### src/rtl/spm_pkg.sv
package spm_pkg;
    localparam int LOG_N = 9;
    localparam int N     = 1 << LOG_N;
    localparam int KAPPA = 23;
    localparam int KW    = $clog2(KAPPA);
    localparam int SW    = 3;
    localparam int AW    = SW + $clog2(KAPPA + 1);
    localparam int BOUND = KAPPA * (1 << (SW - 1));

    typedef logic [LOG_N-1:0]        idx_t;
    typedef logic signed [SW-1:0]    coef_t;
    typedef logic signed [AW-1:0]    acc_t;

    typedef enum logic [1:0] {
        ST_IDLE,
        ST_ISSUE,
        ST_DRAIN
    } state_e;

    // One issue slot shared by all lanes
    typedef struct packed {
        logic valid;
        logic first;
        logic last;
        idx_t offset;
        idx_t pos;
    } issue_t;

    // Source index for target t and challenge position p, modulo N
    function automatic idx_t src_index(idx_t t, idx_t p);
        return t - p;
    endfunction

    // Term wraps past zero and changes sign
    function automatic logic wraps(idx_t t, idx_t p);
        return t < p;
    endfunction
endpackage

### src/rtl/spm_sched.sv
module spm_sched
    import spm_pkg::*;
#(
    parameter int LANES = 8
) (
    input  logic                      clk,
    input  logic                      rst,
    input  logic                      start,
    input  logic [KAPPA*LOG_N-1:0]    c_pos,
    output issue_t                    iss,
    output logic                      busy,
    output logic                      done
);
    localparam int BLK = N / LANES;

    state_e                        state_q;
    logic [KAPPA-1:0][LOG_N-1:0]   pos_q;
    logic [KW-1:0]                 k_q;
    idx_t                          j_q;

    always_ff @(posedge clk) begin
        if (rst) begin
            state_q <= ST_IDLE;
            k_q     <= '0;
            j_q     <= '0;
            done    <= 1'b0;
            pos_q   <= '0;
        end else begin
            done <= 1'b0;
            case (state_q)
                ST_IDLE: begin
                    if (start) begin
                        pos_q   <= c_pos;
                        k_q     <= '0;
                        j_q     <= '0;
                        state_q <= ST_ISSUE;
                    end
                end
                ST_ISSUE: begin
                    if (k_q == KW'(KAPPA - 1)) begin
                        k_q <= '0;
                        if (j_q == idx_t'(BLK - 1)) begin
                            state_q <= ST_DRAIN;
                        end else begin
                            j_q <= j_q + 1'b1;
                        end
                    end else begin
                        k_q <= k_q + 1'b1;
                    end
                end
                ST_DRAIN: begin
                    state_q <= ST_IDLE;
                    done    <= 1'b1;
                end
                default: state_q <= ST_IDLE;
            endcase
        end
    end

    always_comb begin
        iss.valid  = (state_q == ST_ISSUE);
        iss.first  = (k_q == '0);
        iss.last   = (k_q == KW'(KAPPA - 1));
        iss.offset = j_q;
        iss.pos    = pos_q[k_q];
    end

    assign busy = (state_q != ST_IDLE);

    AST_DONE_PULSE: assert property (@(posedge clk) disable iff (rst)
        done |=> !done);
    AST_DONE_IDLE: assert property (@(posedge clk) disable iff (rst)
        done |-> (state_q == ST_IDLE));
    AST_START_IGNORED: assert property (@(posedge clk) disable iff (rst)
        (busy && start) |=> $stable(pos_q));
endmodule

### src/rtl/spm_lane.sv
module spm_lane
    import spm_pkg::*;
#(
    parameter int LANES   = 8,
    parameter int LANE_ID = 0
) (
    input  logic    clk,
    input  logic    rst,
    input  issue_t  iss,
    output idx_t    rd_addr,
    input  coef_t   rd_data,
    output logic    we,
    output idx_t    wr_addr,
    output acc_t    wr_data
);
    localparam int BLK  = N / LANES;
    localparam int BASE = LANE_ID * BLK;

    idx_t tgt;
    logic v1, first1, last1, neg1;
    idx_t tgt1;
    acc_t acc_q, ext, term, sum_c;

    assign tgt     = idx_t'(BASE) + iss.offset;
    assign rd_addr = src_index(tgt, iss.pos);

    always_ff @(posedge clk) begin
        if (rst) begin
            v1     <= 1'b0;
            first1 <= 1'b0;
            last1  <= 1'b0;
            neg1   <= 1'b0;
            tgt1   <= '0;
            acc_q  <= '0;
        end else begin
            v1     <= iss.valid;
            first1 <= iss.first;
            last1  <= iss.last;
            neg1   <= wraps(tgt, iss.pos);
            tgt1   <= tgt;
            if (v1) begin
                acc_q <= sum_c;
            end
        end
    end

    always_comb begin
        ext   = acc_t'(rd_data);
        term  = neg1 ? -ext : ext;
        sum_c = (first1 ? acc_t'(0) : acc_q) + term;
    end

    assign we      = v1 && last1;
    assign wr_addr = tgt1;
    assign wr_data = sum_c;

    // Wide shadow sum, used only by the overflow check
    localparam logic signed [AW:0] LIM_P = (AW+1)'(BOUND);
    localparam logic signed [AW:0] LIM_N = -LIM_P;
    logic signed [AW:0] wide_c;
    assign wide_c = (first1 ? (AW+1)'(0) : {acc_q[AW-1], acc_q}) + {term[AW-1], term};

    AST_NO_OVERFLOW: assert property (@(posedge clk) disable iff (rst)
        v1 |-> ((wide_c <= LIM_P) && (wide_c >= LIM_N)));
    AST_LANE_RANGE: assert property (@(posedge clk) disable iff (rst)
        we |-> ((int'(wr_addr) >= BASE) && (int'(wr_addr) < BASE + BLK)));
endmodule

### src/rtl/spm_mult.sv
module spm_mult
    import spm_pkg::*;
#(
    parameter int LANES = 8
) (
    input  logic                      clk,
    input  logic                      rst,
    input  logic                      start,
    input  logic [KAPPA*LOG_N-1:0]    c_pos,
    output logic                      busy,
    output logic                      done,
    output logic [LANES*LOG_N-1:0]    s_rd_addr,
    input  logic [LANES*SW-1:0]       s_rd_data,
    output logic [LANES-1:0]          out_we,
    output logic [LANES*LOG_N-1:0]    out_addr,
    output logic [LANES*AW-1:0]       out_data
);
    issue_t iss;

    spm_sched #(.LANES(LANES)) sched_i (
        .clk   (clk),
        .rst   (rst),
        .start (start),
        .c_pos (c_pos),
        .iss   (iss),
        .busy  (busy),
        .done  (done)
    );

    for (genvar l = 0; l < LANES; l++) begin : g_lane
        idx_t  ra, wa;
        acc_t  wd;
        logic  w;

        spm_lane #(.LANES(LANES), .LANE_ID(l)) lane_i (
            .clk     (clk),
            .rst     (rst),
            .iss     (iss),
            .rd_addr (ra),
            .rd_data (coef_t'(s_rd_data[l*SW +: SW])),
            .we      (w),
            .wr_addr (wa),
            .wr_data (wd)
        );

        assign s_rd_addr[l*LOG_N +: LOG_N] = ra;
        assign out_addr[l*LOG_N +: LOG_N]  = wa;
        assign out_data[l*AW +: AW]        = wd;
        assign out_we[l]                   = w;
    end

    AST_WRITE_BUSY: assert property (@(posedge clk) disable iff (rst)
        (|out_we) |-> busy);
endmodule

### config.mk
export PLATFORM = sky130hd
export DESIGN_NAME = spm_mult
export DESIGN_NICKNAME = d
export VERILOG_FILES = /design/src/rtl/spm_pkg.sv /design/src/rtl/spm_sched.sv /design/src/rtl/spm_lane.sv /design/src/rtl/spm_mult.sv
export SDC_FILE = /design/constraint.sdc
export NUM_CORES = 1
export LEC_CHECK = 0
export BUFFER_PORTS_ARGS = -buffer_cell sky130_fd_sc_hd__buf_4
export CORE_MARGIN = 2
export CORE_UTILIZATION = 30
export CTS_BUF_LIST = sky130_fd_sc_hd__clkbuf_16
export DETAILED_ROUTE_END_ITERATION = 6
export GPL_TIMING_DRIVEN = 0
export HOLD_SLACK_MARGIN = 0.03
export SLEW_MARGIN = 10
export SYNTH_ARGS = -nofsm -noshare
export SYNTH_HDL_FRONTEND = slang
export SYNTH_HIERARCHICAL = 1
export SYNTH_SLANG_ARGS = --single-unit
### constraint.sdc
create_clock -name clk -period 5.5 [get_ports clk]
set_input_delay 1.65 -clock clk [delete_from_list [all_inputs] [get_ports clk]]
set_output_delay 1.65 -clock clk [all_outputs]
set_load 0.005 [all_outputs]
==> flow_summary.yaml, run 1 <==
run_status:
  status: "finished, violations left"
  violations: "negative setup slack"
yosys:
  synthCells: 2619
  synth_area_leaders: "dfxtp_1, ha_1, nand2_1"
  synth_top_area_share: 0.355
  synth_top_cell_by_area: "dfxtp_1"
  netlist_top_cells_count: "nand2_1, dfxtp_1, a21oi_1"
  avgSynthCellArea_sq_um: 8.43
  yosysMostFrequentCell: "nand2_1"
  syn-num-nets: 3029
  ys_warn_count: 6
  synth_edf_count: 0
  yosysSeqAreaShare: 0.355
  synth_cell_types: 72
  synth_async_sr_flop_share: 0
  synth_flop_cell: "dfxtp_1"
  syn_area_sq_um: 22100
  synth_seq_cells: 392
route:
  wl_per_cell_um: 19.1
  vias: 20600
  drt_first_iter_violations: 1019
  route.met3.wl_um: 5210
  drc: 0
  wl_met2_um: 38700
  ant_nets: 0
  viasPerCell: 4.90
  wirelength_um: 80300
  routed.top_layer: "met4"
  firstDrtPassIters: 5
  drt-met1-wl_um: 33300
setup_path:
  crit_required_ns: 3.85
  crit_path_start_kind: "flop"
  cp_top_family: "compound AO/OA/AOI/OAI gates"
  arrival_ns: 4.21
  cp_max_fo: 10
  cp-end-kind: "output pin"
  reg2reg_slack_ns: 2.05
  criticalPathCategory: "reg2out"
  reg2reg_to: "g_lane[1].lane_i/neg1"
  worstPathCellList: "buf_6 -> buf_2 -> nor3b_2 -> a22oi_2 -> nand3_4 -> buf_12 -> inv_1 -> ha_1 -> nor2b_1 -> o21ai_1 -> a21boi_1 -> o21a_1 -> o41a_1 -> xor2_1 -> buf_4"
  r2r_start: "sched_i/k_q[0]"
  cpMaxStageDelayCell: "nor3b_2"
  path_buf_inv: 5
  r2r_cells: 17
  critical-path-max-stage-delay_ns: 0.57
power:
  leakage_uw: 0.0128
  vdd_drop_max_v: 0.000235
  p_per_area_nw_per_um2: 272
  p_comb_frac: 0.269
  swShare: 0.302
  p_total_uw: 8290
  clkPwrFrac: 0.361
  p_int_uw: 5780
  seqPwrFrac: 0.370
  p_switching_uw: 2500
timing:
  slew_violations: 0
  setup_ws_ns: -0.360
  hold_slack_ns: 0.450
  fin_crit_sh: 1.07
  hold_viol_final: 0
  setup_viol_count_final: 32
  max_freq_ghz: 0.171
  worst_pin_slew_ns: 1.40
  slew_headroom: 0.0657
  rsz0062_at_grt: "yes"
  clock-skew-final_ns: 0.0268
  fin_crit_ns: 5.86
hold_path:
  worstHoldStart: "sched_i/pos_q[170]"
  hp-class: "reg2reg"
  hold_depth: 2
  min_to: "sched_i/pos_q[170]"
floorplanning:
  rows: 99
  dieArea_sq_um: 75800
  initial_utilization: 0.303
  coreArea_sq_um: 73000
  die_h_um: 275
  boundaryPins: 452
  fp.dieW_um: 275
cts:
  cts_max_level: 2
  clkLatencyLatePin_ns: 0.60
  cts_hold_buf: 0
  cts_root_buffer: "clkbuf_16"
  cts_tree: "yes"
  cts_buffers: 47
  cts_buffer_depth: 3
  cts_sinks: 392
  clkTransAtPathRegs_ns: 0.06
global_routing:
  grtUsageTotal: 0.202
  overflow: 0
  grt_pass1_wl_um: 116000
  grt_max_degree: 37
  grt_antenna_before_repair: 0
  grt_pass1_vias: 19700
placement:
  hpwl_um: 60000
  preCtsSetupSlack_ns: -0.985
  gp_congestion: 0.880
  port_buffers: 451
cells_and_area:
  regArea_sq_um: 7860
  fin_util: 0.418
  multi_input_area_sq_um: 14200
  nets: 3630
  areaGrowthSynthToFinish_pct: 38.0
  n_fill_cell: 7363
  drive_above_1_share: 0.307
job:
  drv_cap: 0
-- how the worst max path moves through the flow --
stage                   startpoint            end  slack [ns]  depth (start not counted)
finish              sched_i/k_q[3]  s_rd_addr[62]       -0.36                         15
global route        sched_i/k_q[0]  s_rd_addr[26]       -0.44                         15
CTS                 sched_i/k_q[0]  s_rd_addr[15]       -0.32                         14
detailed placement  sched_i/k_q[1]  s_rd_addr[14]       -0.98                         13
global placement    sched_i/k_q[0]  s_rd_addr[35]       -2.32                         12
floorplan             s_rd_data[6]   out_data[22]        0.31                         11
-- layout make-up --
cell class              count  area share
diodes                      1   0.0000821
flip-flops and latches    392       0.258
inverters                 179      0.0222
clock inverters            33     0.00875
plain buffers             134      0.0258
repair buffers            554       0.142
multi-input cells        1912       0.465
well taps                 959      0.0394
clock buffers              47      0.0386
-- stage by stage --
step / std cells / cell area [sq um] / TNS (ns)
floorplan: 2619 / 22100 / 0
global placement: 4029 / 26700 / -109.54
detailed placement: 4038 / 26800 / -26.91
CTS: 4186 / 29500 / -6.65
global route: 4210 / 30500 / -9.19
finish: 4211 / 30500 / -5.20
-- cells in the final DEF, fill, tap and decap left out, types with 31 or more instances in the layout --
cell / count
mux4_2: 31
mux2i_1: 80
nand2_1: 482
nand3_1: 37
o21ai_2: 31
o211ai_1: 32
inv_1: 156
buf_2: 32
a21oi_1: 243
clkbuf_1: 58
xnor2_1: 52
ha_1: 125
dfxtp_1: 384
buf_4: 535
nor2b_1: 144
nor2_1: 154
clkbuf_16: 47
-- state kept, by name, summed over array words and instances (netlist names) --
name                   cells
sched_i/state_q            2
g_lane.lane_i/neg1         8
g_lane.lane_i/wr_addr     72
g_lane.lane_i/last1        8
g_lane.lane_i/acc_q       64
g_lane.lane_i/v1           8
sched_i/pos_q            207
sched_i/j_q                9
sched_i/k_q                5
g_lane.lane_i/first1       8
sched_i/done               1
-- power groups by stage --
| stage | sequential, uW | clock (uW) | combinational (uW) |
|---|---|---|---|
| floorplan | 3090 | 0 | 1010 |
| global placement | 3120 | 0 | 1840 |
| detailed placement | 3130 | 0 | 1860 |
| CTS | 3060 | 3080 | 2090 |
| global route | 3080 | 3170 | 2420 |
| finish | 3070 | 2990 | 2230 |
-- tightest hold or removal path, cell delays in order (launching register included) --
cell and delay, ns:
dfxtp_1 0.30, nand2_1 0.05, a21oi_1 0.05
-- per-layer routing --
metal,up-vias,GRT usage
met5,-,0
met4,0,0.0809
met3,154,0.0383
met2,658,0.350
met1,9689,0.246
li1,10100,-
-- timing repair --
| action | 4_1_cts | 5_1_grt |
|---|---|---|
| endpoints found under the hold margin | 0 | 0 |
| setup buffers | 71 | 32 |
| pin swaps | 71 | 99 |
| setup endpoints to repair | 72 | 61 |
| gates cloned | 1 | 0 |
| gates resized for setup | 208 | 176 |
-- kinds of logic (layout without fill, tap and decap cells) --
| logic type | count (synthesis) | after routing | share of synthesized area |
|---|---|---|---|
| other cells | 0 | 1 | 0 |
| buf+inv | 315 | 947 | 0.0629 |
| flops | 392 | 392 | 0.355 |
| compound gates | 507 | 507 | 0.140 |
| fa+ha+maj | 176 | 176 | 0.105 |
| simple gates | 1004 | 1004 | 0.214 |
| mux | 132 | 132 | 0.0852 |
| xor+xnor | 93 | 93 | 0.0369 |
(Power assumes the default switching activity.)
==> run 2, diff against run 1 <==
--- a/config.mk
+++ b/config.mk
@@ -15,5 +15,4 @@
 export SLEW_MARGIN = 10
 export SYNTH_ARGS = -nofsm -noshare
 export SYNTH_HDL_FRONTEND = slang
-export SYNTH_HIERARCHICAL = 1
 export SYNTH_SLANG_ARGS = --single-unit
==> constraint.sdc (replaced) <==
create_clock -name clk -period 6.3 [get_ports clk]
set_input_delay 1.89 -clock clk [delete_from_list [all_inputs] [get_ports clk]]
set_output_delay 1.89 -clock clk [all_outputs]
set_load 0.005 [all_outputs]
==> run 2 against run 1 <==
The run now ends clean; clock skew decreased by 0.0027 ns; clock-buffer cell count down 7; synthesized cell count decreased by 17%; sequential power down 29%; synthesized area fell by 18%; flip-flop and latch count down 73; critical path depth is 2 lower; combinational power shrank 31%; design area is 21% lower; critical path type unchanged; critical endpoint is now s_rd_addr[60]; largest cell class unchanged.
==> flow_summary.yaml, run 2 <==
timing:
  setup_ws_ns: 0.159
  fin_crit_sh: 0.975
  worst_pin_slew_ns: 1.05
  max_freq_ghz: 0.163
  fin_crit_ns: 6.14
  rsz0062_at_grt: "no"
  setup_viol_count_final: 0
  slew_headroom: 0.299
  clock-skew-final_ns: 0.0241
  slew_violations: 0
  hold_viol_final: 0
yosys:
  synth_async_sr_flop_share: 0
  syn_area_sq_um: 18000
  synth_top_cell_by_area: "dfxtp_1"
  synth_seq_cells: 319
  yosysSeqAreaShare: 0.354
  synth_edf_count: 0
  synthCells: 2185
  syn-num-nets: 2536
  netlist_top_cells_count: "nand2_1, dfxtp_1, a21oi_1"
  avgSynthCellArea_sq_um: 8.26
  synth_cell_types: 51
  synth_top_area_share: 0.354
  synth_area_leaders: "dfxtp_1, nand2_1, a21oi_1"
  synth_flop_cell: "dfxtp_1"
  ys_warn_count: 0
  yosysMostFrequentCell: "nand2_1"
cts:
  cts_tree: "yes"
  cts_buffer_depth: 3
  clkTransAtPathRegs_ns: 0.06
  cts_buffers: 40
  cts_max_level: 2
  cts_sinks: 319
  clkLatencyLatePin_ns: 0.57
  cts_root_buffer: "clkbuf_16"
cells_and_area:
  diodes: 0
  top_register: "sched_i.pos_q"
  stdcell_count: 3489
  fin_util: 0.406
  nets: 3036
  final_cell_mix: "buf_4, nand2_1, dfxtp_1"
  largest_register_ffs: 207
  layout_commonest_cell: "buf_4"
  drive_above_1_share: 0.276
  areaGrowthSynthToFinish_pct: 33.2
hold_path:
  hp-class: "reg2reg"
placement:
  port_buffers: 451
  hpwl_um: 52000
  post-place-cells: 3409
  gp_congestion: 0.869
  preCtsSetupSlack_ns: -0.368
floorplanning:
  rows: 89
  boundaryPins: 452
  fp.dieW_um: 249
  initial_utilization: 0.305
  dieArea_sq_um: 62100
  coreArea_sq_um: 59200
  die_h_um: 249
route:
  firstDrtPassIters: 5
  drt_first_iter_violations: 854
  drc: 0
  wl_per_cell_um: 18.7
  ant_nets: 0
  vias: 17000
  wirelength_um: 65100
  viasPerCell: 4.86
setup_path:
  cp-end-kind: "output pin"
  crit_path_start_kind: "flop"
  cp_max_fo: 10
  criticalPathCategory: "reg2out"
  arrival_ns: 4.25
  crit_required_ns: 4.41
job:
  drv_cap: 0
power:
  leakage_uw: 0.0104
  p_per_area_nw_per_um2: 249
  vdd_drop_max_v: 0.000161
global_routing:
  grtUsageTotal: 0.203
  grt_pass1_wl_um: 97700
  grt_pass1_vias: 16900
  overflow: 0
  grt_max_degree: 14
  grt_antenna_before_repair: 0
run_status:
  status: "complete, no violations"
## run 2: cell types whose count changed after synthesis, moves of 21 or more
cell / delta
o211ai_1: -31
mux2i_1: +24
buf_4: +100
inv_1: -116
dfxtp_1: -73
ha_1: -52
nor2b_1: -70
nand2_1: -21
clkbuf_1: +22
nand3_1: -21
nor2_1: -54
## run 2: metal layers
| metal | up-vias | routed length, um | share of wire | track usage |
|---|---|---|---|---|
| li1 | 8296 | - | - | - |
| met1 | 8007 | 26300 | 0.40 | 0.237 |
| met2 | 561 | 32700 | 0.50 | 0.365 |
| met3 | 103 | 4020 | 0.062 | 0.0386 |
| met4 | 0 | 2080 | 0.032 | 0.0752 |
| met5 | - | 0 | 0 | 0 |
## run 2: final timing paths
check | depth (start not counted) | slack [ns] | start | end
setup / recovery | 13 | 0.16 | sched_i.k_q[0] | s_rd_addr[60]
hold / removal | 2 | 0.45 | sched_i.pos_q[62] | sched_i.pos_q[62]
setup reg to reg | 8 | 2.69 | sched_i.k_q[0] | g_lane[5].lane_i.neg1
hold reg to reg | 2 | 0.45 | sched_i.pos_q[62] | sched_i.pos_q[62]
## run 2: repair_timing
item	4_1_cts	5_1_grt
resized for setup	44	46
pin swaps	5	7
buffers inserted	8	1
hold buffers	0	0
cloned	0	0
endpoints found under the setup margin	63	56
## run 2: cell families (layout without fill, tap and decap cells)
| kind of cell | count (synthesis) | after routing | share of synthesized area |
|---|---|---|---|
| xor gates and xnor gates | 75 | 75 | 0.0364 |
| DFF | 319 | 319 | 0.354 |
| AOI/OAI and AO/OA | 447 | 447 | 0.137 |
| and+or+nand+nor | 771 | 771 | 0.187 |
| buffers and inverters | 306 | 837 | 0.0894 |
| muxes | 150 | 150 | 0.111 |
| adders and majority gates | 117 | 117 | 0.0849 |
## run 2: stage by stage
stage          area, sq um  setup TNS [ns]  hold slack (ns)  power, uW
2_1_floorplan        18000               0            0.433       3010
3_3_place_gp         22400           -3.39            0.440       3710
3_5_place_dp         22400           -4.93            0.446       3740
4_1_cts              23900               0            0.454       6030
5_1_grt              24000               0            0.470       6260
6_report             24000               0            0.452       5980
## run 2: layout make-up
class | count | area [sq um]
Inverter | 65 | 245
Timing Repair Buffer | 460 | 3450
Fill cell | 5995 | 35200
Sequential cell | 319 | 6390
Clock buffer | 40 | 1000
Multi-Input combinational cell | 1560 | 10200
Clock inverter | 33 | 264
Buffer | 239 | 1460
Tap cell | 773 | 967
## run 2: report_power, final
part	internal [uW]	leakage [uW]	switching (uW)	total [uW]
Sequential	2130	0.00261	62.3	2190
Clock	1290	0.000641	955	2250
Combinational	773	0.00718	771	1540
Total	4190	0.0104	1790	5980
## run 2: worst max-delay path, cell delays in order (launching register included)
cell	delay [ns]
dfxtp_4	0.41
buf_12	0.18
mux4_2	0.58
mux4_2	0.54
a21oi_2	0.20
ha_1	0.28
nor2b_1	0.15
o21ai_1	0.19
a21boi_2	0.11
o21ai_4	0.26
nor2b_4	0.31
xor2_4	0.23
buf_4	0.14
buf_4	0.09
==> run 3, diff against run 2 <==
==> constraint.sdc (replaced) <==
create_clock -name clk -period 5.8 [get_ports clk]
set_input_delay 1.74 -clock clk [delete_from_list [all_inputs] [get_ports clk]]
set_output_delay 1.74 -clock clk [all_outputs]
set_load 0.005 [all_outputs]
==> run 3 against run 2 <==
The run now ends with negative setup slack left; sequential share of layout area fell by 0.96 points; via count up 1.1%; utilization is 1.5 points higher; clock-buffer cell count stayed put; design area grew 3.7%; first-iteration DRC count is 4.2% higher; critical path type unchanged; largest cell class unchanged; highest routed layer unchanged.
==> flow_summary.yaml, run 3 (synthesized netlist as in run 2, its figures left out) <==
timing:
  setup_ws_ns: -0.0724
  tns_ns: -0.481
  rsz0062_at_grt: "yes"
  max_freq_ghz: 0.170
  worst_pin_slew_ns: 0.857
  hold_slack_ns: 0.452
  fin_crit_sh: 1.01
  hold_viol_final: 0
  fin_crit_ns: 5.87
  slew_violations: 0
  clock-skew-final_ns: 0.0254
  setup_viol_count_final: 9
  slew_headroom: 0.429
placement:
  port_buffers: 451
  post-place-cells: 3409
  gp_congestion: 0.869
  dpl_cell_area_sq_um: 22400
  hpwl_um: 52000
run_status:
  status: "finished, violations left"
  violations: "negative setup slack"
hold_path:
  hp-class: "reg2reg"
  min_to: "sched_i.pos_q[57]"
  hold_depth: 2
  worstHoldStart: "sched_i.pos_q[57]"
cells_and_area:
  fin_area_sq_um: 24900
  final_cell_mix: "buf_4, nand2_1, dfxtp_1"
  fin_util: 0.421
  nets: 3066
  layout_commonest_cell: "buf_4"
  stdcell_count: 3520
  largest_register_ffs: 207
  top_register: "sched_i.pos_q"
  n_fill_cell: 5898
  areaGrowthSynthToFinish_pct: 38.2
  drive_above_1_share: 0.319
cts:
  cts_buffers: 40
  cts_buffer_depth: 3
  clkLatencyLatePin_ns: 0.57
  cts_max_level: 2
  cts_tree: "yes"
  cts_sinks: 319
  cts_root_buffer: "clkbuf_16"
  clkTransAtPathRegs_ns: 0.06
route:
  drt_first_iter_violations: 890
  wirelength_um: 65900
  ant_nets: 0
  firstDrtPassIters: 5
  vias: 17100
  wl_per_cell_um: 18.7
  viasPerCell: 4.87
  drc: 0
global_routing:
  grt_antenna_before_repair: 0
  grtUsageTotal: 0.204
  grt_max_degree: 14
  grt_pass1_wl_um: 98200
  overflow: 0
  grt_pass1_vias: 17000
setup_path:
  cp.depth: 13
  cp-end-kind: "output pin"
  crit_path_start_kind: "flop"
  cp_max_fo: 7
  r2r_cells: 12
  cp_top_family: "multiplexers"
  arrival_ns: 4.13
  reg2reg_slack_ns: 2.19
  crit_start: "sched_i.k_q[0]"
  path_buf_inv: 3
  criticalPathCategory: "reg2out"
  worstPathCellList: "buf_12 -> mux4_2 -> mux4_2 -> a21oi_4 -> ha_4 -> nor2b_4 -> o21ai_2 -> a21boi_2 -> o21ai_4 -> nor2b_4 -> xor2_4 -> buf_6 -> buf_6"
  critical-path-max-stage-delay_ns: 0.56
  reg2reg_to: "g_lane[0].lane_i.neg1"
  r2r_start: "sched_i.k_q[0]"
  cpMaxStageDelayCell: "mux4_2"
  crit_required_ns: 4.06
power:
  leakage_uw: 0.0108
  p_per_area_nw_per_um2: 267
  vdd_drop_max_v: 0.000179
floorplanning:
  boundaryPins: 452
  initial_utilization: 0.305
  die_h_um: 249
  rows: 89
  fp.dieW_um: 249
  coreArea_sq_um: 59200
  dieArea_sq_um: 62100
job:
  drv_cap: 0
run 3: cell types whose count changed in the layout (fill, tap and decap cells not counted), moves of 8 or more:
cell and change:
buf_6 +24, a21oi_1 -20, a21oi_2 +16, xnor2_1 -15
xnor2_2 +15, o21ai_2 +14, ha_1 -13, o21ai_0 -12
a211oi_1 -8, ha_4 +8, nor2b_1 -8
run 3: worst max path at each step:
stage                    endpoint  slack [ns]
floorplan            out_data[46]        0.43
global placement    s_rd_addr[33]       -0.65
finish              s_rd_addr[60]       -0.07
CTS                 s_rd_addr[60]       -0.17
detailed placement  s_rd_addr[51]       -0.72
global route        s_rd_addr[24]       -0.18
run 3: per-layer routing:
layer / GRT usage / share of wire / vias to the layer above / wire length [um]
met1: 0.239 / 0.40 / 8130 / 26400
met3: 0.0366 / 0.060 / 107 / 3990
met5: 0 / 0 / - / 0
li1: - / - / 8362 / -
met4: 0.0714 / 0.031 / 0 / 2030
met2: 0.370 / 0.51 / 547 / 33500
run 3: stage by stage:
step                      total power [uW]  setup WS, ns
after global placement                4030        -0.647
after floorplan                       3270         0.434
after global routing                  6960        -0.183
final                                 6660       -0.0724
after detailed placement              4060        -0.718
after CTS                             6610        -0.170
run 3: worst min-delay path, cell delays in order (launching register included):
cell and delay [ns]:
dfxtp_1 0.31, nand2_1 0.05, a21oi_1 0.05
run 3: where the power goes:
part | total, uW | internal [uW] | switching [uW]
logic | 1840 | 945 | 895
registers | 2380 | 2310 | 68.0
clock network | 2440 | 1400 | 1030
run 3: cell type report:
type | instances | area (sq um) | share of cell area
clock inverter | 33 | 264 | 0.0106
sequential | 319 | 6390 | 0.256
antenna | 1 | 2.50 | 0.000100
tap | 773 | 967 | 0.0388
clock buffer | 40 | 1000 | 0.0402
timing repair buffer | 489 | 3720 | 0.149
inverter | 65 | 245 | 0.00984
multi-input combinational | 1560 | 10800 | 0.434
buffer | 240 | 1520 | 0.0611
run 3: repair_timing:
| action | CTS | global route |
|---|---|---|
| cloned | 0 | 0 |
| resized for setup | 118 | 119 |
| setup buffers | 19 | 19 |
| hold buffers | 0 | 0 |
| setup endpoints to repair | 84 | 58 |
| pin swaps | 12 | 49 |
